File: src/rtl/ssc_pkg.sv
package ssc_pkg;

    typedef enum logic [1:0] {
        TRI_IDLE = 2'd0,
        TRI_RISE = 2'd1,
        TRI_FALL = 2'd2
    } tri_state_e;

endpackage

File: src/rtl/ssc_tri_fsm.sv
module ssc_tri_fsm
    import ssc_pkg::*;
#(
    parameter int TRI_LOG = 5,
    parameter int RATE_W  = 8
) (
    input  logic              clk,
    input  logic              rst_n,
    input  logic              ss_en,
    input  logic [RATE_W-1:0] rate_in,
    output tri_state_e        state_q,
    output logic [TRI_LOG:0]  pos_q,
    output logic              cfg_load
);

    localparam int PW = TRI_LOG + 1;
    localparam logic [PW-1:0] TOP_V  = PW'(2 ** TRI_LOG);
    localparam logic [PW-1:0] MID_V  = PW'(2 ** (TRI_LOG - 1));
    localparam logic [PW-1:0] ONE_V  = PW'(1);
    localparam logic [PW-1:0] TOPM_V = TOP_V - ONE_V;

    tri_state_e        state_d;
    logic [RATE_W-1:0] cnt_q;
    logic [RATE_W-1:0] rate_q;
    logic              tick;
    logic              at_top;
    logic              at_bot;
    logic              arrive;

    always_comb begin
        tick     = (cnt_q == '0);
        at_top   = (state_q == TRI_RISE) && tick && (pos_q == TOPM_V);
        at_bot   = (state_q == TRI_FALL) && tick && (pos_q == ONE_V);
        arrive   = at_top || at_bot;
        cfg_load = (state_q == TRI_IDLE) || arrive;
    end

    // next-state decode
    always_comb begin
        state_d = state_q;
        if (!ss_en) begin
            state_d = TRI_IDLE;
        end else begin
            unique case (state_q)
                TRI_IDLE: state_d = TRI_RISE;
                TRI_RISE: if (at_top) state_d = TRI_FALL;
                TRI_FALL: if (at_bot) state_d = TRI_RISE;
                default:  state_d = TRI_IDLE;
            endcase
        end
    end

    // state register
    always_ff @(posedge clk) begin
        if (!rst_n) state_q <= TRI_IDLE;
        else        state_q <= state_d;
    end

    // position and step prescaler
    always_ff @(posedge clk) begin
        if (!rst_n) begin
            pos_q  <= MID_V;
            cnt_q  <= '0;
            rate_q <= '0;
        end else if (!ss_en || state_q == TRI_IDLE) begin
            pos_q  <= MID_V;
            cnt_q  <= rate_in;
            rate_q <= rate_in;
        end else if (tick) begin
            pos_q <= (state_q == TRI_RISE) ? pos_q + ONE_V : pos_q - ONE_V;
            if (arrive) begin
                cnt_q  <= rate_in;
                rate_q <= rate_in;
            end else begin
                cnt_q <= rate_q;
            end
        end else begin
            cnt_q <= cnt_q - 1'b1;
        end
    end

endmodule

File: src/rtl/ssc_ratio_calc.sv
module ssc_ratio_calc #(
    parameter int INT_W     = 12,
    parameter int FRAC_W    = 24,
    parameter int MAG_W     = 8,
    parameter int MAG_SHIFT = 12,
    parameter int TRI_LOG   = 5
) (
    input  logic                      clk,
    input  logic                      rst_n,
    input  logic [INT_W+FRAC_W-1:0]   nom,
    input  logic [MAG_W-1:0]          mag_in,
    input  logic                      down_in,
    input  logic                      cfg_load,
    input  logic                      active,
    input  logic [TRI_LOG:0]          pos,
    output logic [INT_W+FRAC_W-1:0]   ratio_q,
    output logic [INT_W+FRAC_W-1:0]   step_q
);

    localparam int RW    = INT_W + FRAC_W;
    localparam int PW    = TRI_LOG + 1;
    localparam int PRODW = RW + MAG_W;
    localparam int OFFW  = RW + PW + 2;
    localparam logic [PW:0] MID_X = (PW + 1)'(2 ** (TRI_LOG - 1));

    logic [PRODW-1:0]       dev_full;
    logic [RW-1:0]          dev;
    logic [RW-1:0]          step_d;
    logic                   down_q;
    logic signed [PW:0]     pos_rel;
    logic signed [OFFW-1:0] step_x;
    logic signed [OFFW-1:0] pos_x;
    logic signed [OFFW-1:0] off;
    logic [RW-1:0]          ratio_d;

    always_comb begin
        dev_full = PRODW'(nom) * PRODW'(mag_in);
        dev      = RW'(dev_full >> MAG_SHIFT);
        step_d   = down_in ? (dev >> TRI_LOG) : (dev >> (TRI_LOG - 1));
    end

    always_ff @(posedge clk) begin
        if (!rst_n) begin
            step_q <= '0;
            down_q <= 1'b0;
        end else if (cfg_load) begin
            step_q <= step_d;
            down_q <= down_in;
        end
    end

    always_comb begin
        pos_rel = down_q ? $signed({1'b0, pos}) : $signed({1'b0, pos} - MID_X);
        step_x  = $signed({{(OFFW - RW){1'b0}}, step_q});
        pos_x   = $signed({{(OFFW - PW - 1){pos_rel[PW]}}, pos_rel});
        off     = step_x * pos_x;
        ratio_d = active ? (nom + off[RW-1:0]) : nom;
    end

    always_ff @(posedge clk) begin
        if (!rst_n) ratio_q <= '0;
        else        ratio_q <= ratio_d;
    end

endmodule

File: src/rtl/ssc_frac_div.sv
module ssc_frac_div #(
    parameter int INT_W  = 12,
    parameter int FRAC_W = 24
) (
    input  logic                    clk,
    input  logic                    rst_n,
    input  logic [INT_W+FRAC_W-1:0] ratio,
    output logic                    div_out
);

    localparam int LW = INT_W + 1;
    localparam logic [LW-1:0] MIN_LEN = LW'(2);

    logic [FRAC_W-1:0] facc_q;
    logic [FRAC_W-1:0] fsum;
    logic              carry;
    logic [LW-1:0]     len_raw;
    logic [LW-1:0]     len_d;
    logic [LW-1:0]     len_q;
    logic [LW-1:0]     cnt_q;
    logic              wrap;

    always_comb begin
        {carry, fsum} = {1'b0, facc_q} + {1'b0, ratio[FRAC_W-1:0]};
        len_raw       = {1'b0, ratio[INT_W+FRAC_W-1:FRAC_W]} + LW'(carry);
        len_d         = (len_raw < MIN_LEN) ? MIN_LEN : len_raw;
        wrap          = (cnt_q == '0);
        div_out       = (len_q != '0) && (cnt_q >= ((len_q + 1'b1) >> 1));
    end

    always_ff @(posedge clk) begin
        if (!rst_n) begin
            facc_q <= '0;
            len_q  <= '0;
            cnt_q  <= '0;
        end else if (wrap) begin
            facc_q <= fsum;
            len_q  <= len_d;
            cnt_q  <= len_d - 1'b1;
        end else begin
            cnt_q <= cnt_q - 1'b1;
        end
    end

endmodule

File: src/rtl/ssc_ratio_mod.sv
module ssc_ratio_mod
    import ssc_pkg::*;
#(
    parameter int INT_W     = 12,
    parameter int FRAC_W    = 24,
    parameter int MAG_W     = 8,
    parameter int MAG_SHIFT = 12,
    parameter int RATE_W    = 8,
    parameter int TRI_LOG   = 5
) (
    input  logic                    clk,
    input  logic                    rst_n,
    input  logic                    ss_en,
    input  logic                    ss_down,
    input  logic [INT_W+FRAC_W-1:0] nom_ratio,
    input  logic [MAG_W-1:0]        spread_mag,
    input  logic [RATE_W-1:0]       mod_rate,
    output logic [INT_W+FRAC_W-1:0] ratio_out,
    output logic                    div_out
);

    localparam int RW = INT_W + FRAC_W;

    tri_state_e       st_w;
    logic [TRI_LOG:0] pos_w;
    logic             load_w;
    logic             active_w;
    logic [RW-1:0]    step_w;

    assign active_w = (st_w != TRI_IDLE);

    ssc_tri_fsm #(
        .TRI_LOG (TRI_LOG),
        .RATE_W  (RATE_W)
    ) u_fsm (
        .clk      (clk),
        .rst_n    (rst_n),
        .ss_en    (ss_en),
        .rate_in  (mod_rate),
        .state_q  (st_w),
        .pos_q    (pos_w),
        .cfg_load (load_w)
    );

    ssc_ratio_calc #(
        .INT_W     (INT_W),
        .FRAC_W    (FRAC_W),
        .MAG_W     (MAG_W),
        .MAG_SHIFT (MAG_SHIFT),
        .TRI_LOG   (TRI_LOG)
    ) u_calc (
        .clk      (clk),
        .rst_n    (rst_n),
        .nom      (nom_ratio),
        .mag_in   (spread_mag),
        .down_in  (ss_down),
        .cfg_load (load_w),
        .active   (active_w),
        .pos      (pos_w),
        .ratio_q  (ratio_out),
        .step_q   (step_w)
    );

    ssc_frac_div #(
        .INT_W  (INT_W),
        .FRAC_W (FRAC_W)
    ) u_div (
        .clk     (clk),
        .rst_n   (rst_n),
        .ratio   (ratio_out),
        .div_out (div_out)
    );

endmodule

File: config.mk
export PLATFORM = sky130hd
export DESIGN_NAME = ssc_ratio_mod
export DESIGN_NICKNAME = d
export VERILOG_FILES = /design/src/rtl/ssc_pkg.sv /design/src/rtl/ssc_tri_fsm.sv /design/src/rtl/ssc_ratio_calc.sv /design/src/rtl/ssc_frac_div.sv /design/src/rtl/ssc_ratio_mod.sv
export SDC_FILE = /design/constraint.sdc
export NUM_CORES = 1
export LEC_CHECK = 0
export ABC_AREA = 1
export BUFFER_PORTS_ARGS = -buffer_cell sky130_fd_sc_hd__clkbuf_2
export CELL_PAD_IN_SITES_DETAIL_PLACEMENT = 1
export CELL_PAD_IN_SITES_GLOBAL_PLACEMENT = 2
export CORE_MARGIN = 10
export CORE_UTILIZATION = 37
export CTS_BUF_LIST = sky130_fd_sc_hd__clkbuf_16
export DETAILED_ROUTE_END_ITERATION = 10
export GPL_ROUTABILITY_DRIVEN = 0
export PLACE_DENSITY = 0.89
export SETUP_SLACK_MARGIN = 0.3
export SYNTH_ARGS = -nofsm -noshare
export SYNTH_HDL_FRONTEND = slang
export SYNTH_SLANG_ARGS = --single-unit
File: constraint.sdc
create_clock -name clk -period 6.7 [get_ports clk]
set_clock_uncertainty 0.2 [all_clocks]
set_input_delay 1.005 -clock clk [delete_from_list [all_inputs] [get_ports clk]]
set_output_delay 1.005 -clock clk [all_outputs]
set_load 0.005 [all_outputs]
==> results.toml <==
[synth]
yosysSeqAreaShare_pct = 10.9
synth_edf_count = 0
async_flop_share_pct = 0
synth_nets = 4317
synth_area_um2 = 25500
syn_inst = 3704
synth_ff_type = "dfxtp_1"
yosysWarningCount = 0
synth.avg_cell_area_um2 = 6.88
ys_ff_latch = 139
ys_types = 59

[route]
routed_wl_mm = 86.1
drtPass1Iterations = 5
vias = 23100
drt-vias-per-instance = 5.01
route.antenna.remaining_nets = 0
drtIter0Drc = 1118
wl_per_cell_um = 18.7
route.detailed.drc = 0

[layout]
syn_to_final_growth_pct = 7.71
num_antenna_cells = 0
postLayoutCellArea_um2 = 27400
final_cells = 4613
final_util_pct = 40.1
fin_nets = 4331
drive_gt1_share_pct = 5.87
nFillCells = 8838

[worst_setup_path]
reg2reg_slack_ns = 0.74
path_class = "flip-flop to flip-flop"
path_buf_inv = 7
startpoint = "u_fsm.pos_q[4]"
crit_path_end_kind = "flip-flop"
cp_cell_sequence = "inv_1, ha_1, inv_1, nor2_1, inv_1, buf_4, nor2_1, fa_1, inv_1, fa_1, fa_1, fa_1, inv_1, ha_1, nand2_1, nor3_1, nand2_1, nor2_1, nor2_1, o21ai_1, a21oi_1, xnor2_1, o21ai_0, inv_1"
rr_startpoint = "u_fsm.pos_q[4]"
crit_family = "adder cells"
timing.rr.end = "u_calc.ratio_q[21]"
slowest_delay_ns = 0.57
crit_top_cell = "inv_1"
slowest_stage = "fa_1"
critPathLaunchType = "flip-flop"
arrival_ns = 6.12
reg2reg_depth = 24
cp.required_ns = 6.86
crit_fanout = 8

[pwr]
clkPwrFrac_pct = 11.2
power_switching_mw = 4.95
switching_share_pct = 57.0
p_per_area_nw_per_um2 = 317
seqPwrFrac_pct = 15.1
p_int_mw = 3.74
comb_power_share_pct = 73.7
peakVddDrop_uv = 198
leakage_nw = 15.3

[sta]
period_needed_ns = 5.96
rsz0062_at_grt = "false"
period_share_pct = 89.0
maxSlewViolCount = 0
worst_pin_slew_ns = 1.05
setup_viol = 0
fin_tns_setup_ns = 0
holdWs_ns = 0.264
slew_headroom_pct = 30.2
timing.fmax_mhz = 168
hold_violations = 0

[global_routing]
grt_pass1_vias = 25200
gr-usage-all-layers_pct = 22.1
grt_first_pass_wirelength_mm = 138
grt_max_degree = 75
antenna_found_initial = 0
globalRouteOverflowTotal = 0

[die]
die_y_um = 282
die_w_um = 282
core-area_um2 = 68500
initial_core_util_pct = 37.2
rows = 96
io_pins = 93
die_area_um2 = 79700

[clocking]
cts.sinks = 139
cts_tree = "yes"
clk_pin_slew_worst_paths_ns = 0.07
htreeDepth = 4
numCtsBuffers = 17
post_cts_buffers = 0
cts.path.max_buffers = 2
clock_latency_ns = 0.47
clockRootBuffer = "clkbuf_16"

[min_path]
hold_path.class = "flip-flop to flip-flop"
hold_start = "u_fsm.rate_q[7]"
min_to = "u_fsm.rate_q[7]"
hold_depth = 2

[place]
placed_area_um2 = 26900
place_inst = 4581
place.port_buffers = 92
dp_hpwl_mm = 72.2

[outcome]
status = "finished clean"

[job]
maxCapViolCount = 0
==> metrics by stage <==
step	setup WS, ns	total power [mW]
after global placement	0.610	7.58
after floorplan	1.29	5.79
after detailed placement	0.601	7.66
after CTS	0.585	8.70
after global routing	0.399	9.66
final	0.735	8.69
==> worst max-delay path by stage <==
| stage | endpoint | slack, ns | cells past startpoint |
|---|---|---|---|
| after floorplan | u_calc.step_q[3] | 1.29 | 20 |
| after global placement | u_calc.step_q[19] | 0.61 | 22 |
| after detailed placement | u_calc.ratio_q[33] | 0.60 | 25 |
| after CTS | u_calc.ratio_q[33] | 0.59 | 25 |
| after global routing | u_calc.ratio_q[29] | 0.40 | 23 |
| final | u_calc.ratio_q[21] | 0.74 | 24 |
==> per-layer routing <==
layer | up-vias | global-route usage, % | share of wire, %
li1 | 11100 | - | -
met1 | 11600 | 28.8 | 46
met2 | 399 | 38.6 | 48
met3 | 89 | 2.29 | 4.0
met4 | 0 | 5.40 | 2.1
met5 | - | 0 | 0
==> cell usage in the layout, fill, tap and decap left out, types with 4 or more instances in the layout <==
cell type  count
inv_1        923
nand2_1      890
fa_1         369
nor2_1       310
ha_1         188
a21oi_1      179
dfxtp_1      139
nand3_1      127
o21ai_0      126
clkbuf_2      92
xor2_1        44
nor3_1        37
buf_4         33
nand4_1       31
xnor2_1       20
o21bai_1      18
a21o_1        17
a31oi_1       17
clkbuf_16     17
or2_2         16
nor4_1        12
o211ai_1      11
o21ai_1       10
inv_2          9
o21a_1         8
nand3b_1       8
buf_12         7
clkinv_2       6
nand2_2        5
a21boi_0       5
nand3_2        4
clkinv_4       4
==> Yosys cell counts (all sizes together), types with 3 or more instances <==
library cell    n  share of area [%]
a31oi          17               0.42
or2            17               0.42
o211ai         11               0.32
xnor2          20               0.69
nand2         897                 13
o31ai           3              0.088
inv           933                 14
o21ai         138                2.7
ha            188                9.2
xor2           44                1.5
nand4          33               0.89
o221ai          3               0.10
nand3b          8               0.24
clkinv          3              0.054
a21o           17               0.50
o21bai         18               0.53
nor2          316                4.8
fa            369                 29
a21oi         181                3.6
o21a            8               0.24
clkbuf        119                1.8
nor4           12               0.29
nor3           39               0.81
nand3         131                2.7
dfxtp         139                 11
buf            18               0.42
a21boi          7               0.22
==> cell families (layout without fill, tap and decap cells) <==
kind of cell / count (synthesis) / in the layout / share of synthesized area [%]
AOI/OAI and AO/OA: 414 / 414 / 9.11
adders and majority gates: 557 / 557 / 38.2
xor gates and xnor gates: 64 / 64 / 2.20
buffers and inverters: 1073 / 1100 / 16.0
DFF: 139 / 139 / 10.9
and+or+nand+nor: 1457 / 1457 / 23.5
==> worst min-delay path, stage by stage (launching register included) <==
cell and delay (ns):
dfxtp_1 0.31, nand2_1 0.06, a21oi_1 0.05
==> flip-flops by register name, indices dropped and copies added (netlist names) <==
register and flops:
u_fsm.state_q 2, u_fsm.rate_q 8, u_calc.ratio_q 36, u_div.facc_q 24, u_calc.step_q 28, u_div.cnt_q 13, u_fsm.cnt_q 8, u_calc.down_q 1
u_div.len_q 13, u_fsm.pos_q 6
==> repair_timing <==
| action | in CTS | in global routing |
|---|---|---|
| endpoints found under the setup margin | 0 | 2 |
| hold buffers | 0 | 0 |
| gates resized for setup | 0 | 1 |
==> area by class of cell <==
class / count / area (um2) / area share (%)
clock inverters: 15 / 143 / 0.520
repair buffers: 132 / 848 / 3.09
well taps: 882 / 1100 / 4.02
inverters: 936 / 3520 / 12.8
clock buffers: 17 / 425 / 1.55
multi-input cells: 2492 / 18600 / 67.8
flip-flops and latches: 139 / 2780 / 10.1
==> power by group through the flow <==
| stage | sequential (mW) | combinational, mW | clock (mW) |
|---|---|---|---|
| finish | 1.32 | 6.40 | 0.972 |
| global route | 1.34 | 7.29 | 1.02 |
| CTS | 1.31 | 6.40 | 0.989 |
| detailed placement | 1.33 | 6.33 | 0 |
| global placement | 1.33 | 6.25 | 0 |
| floorplan | 1.18 | 4.61 | 0 |
Power figures use the tool's default switching activity.
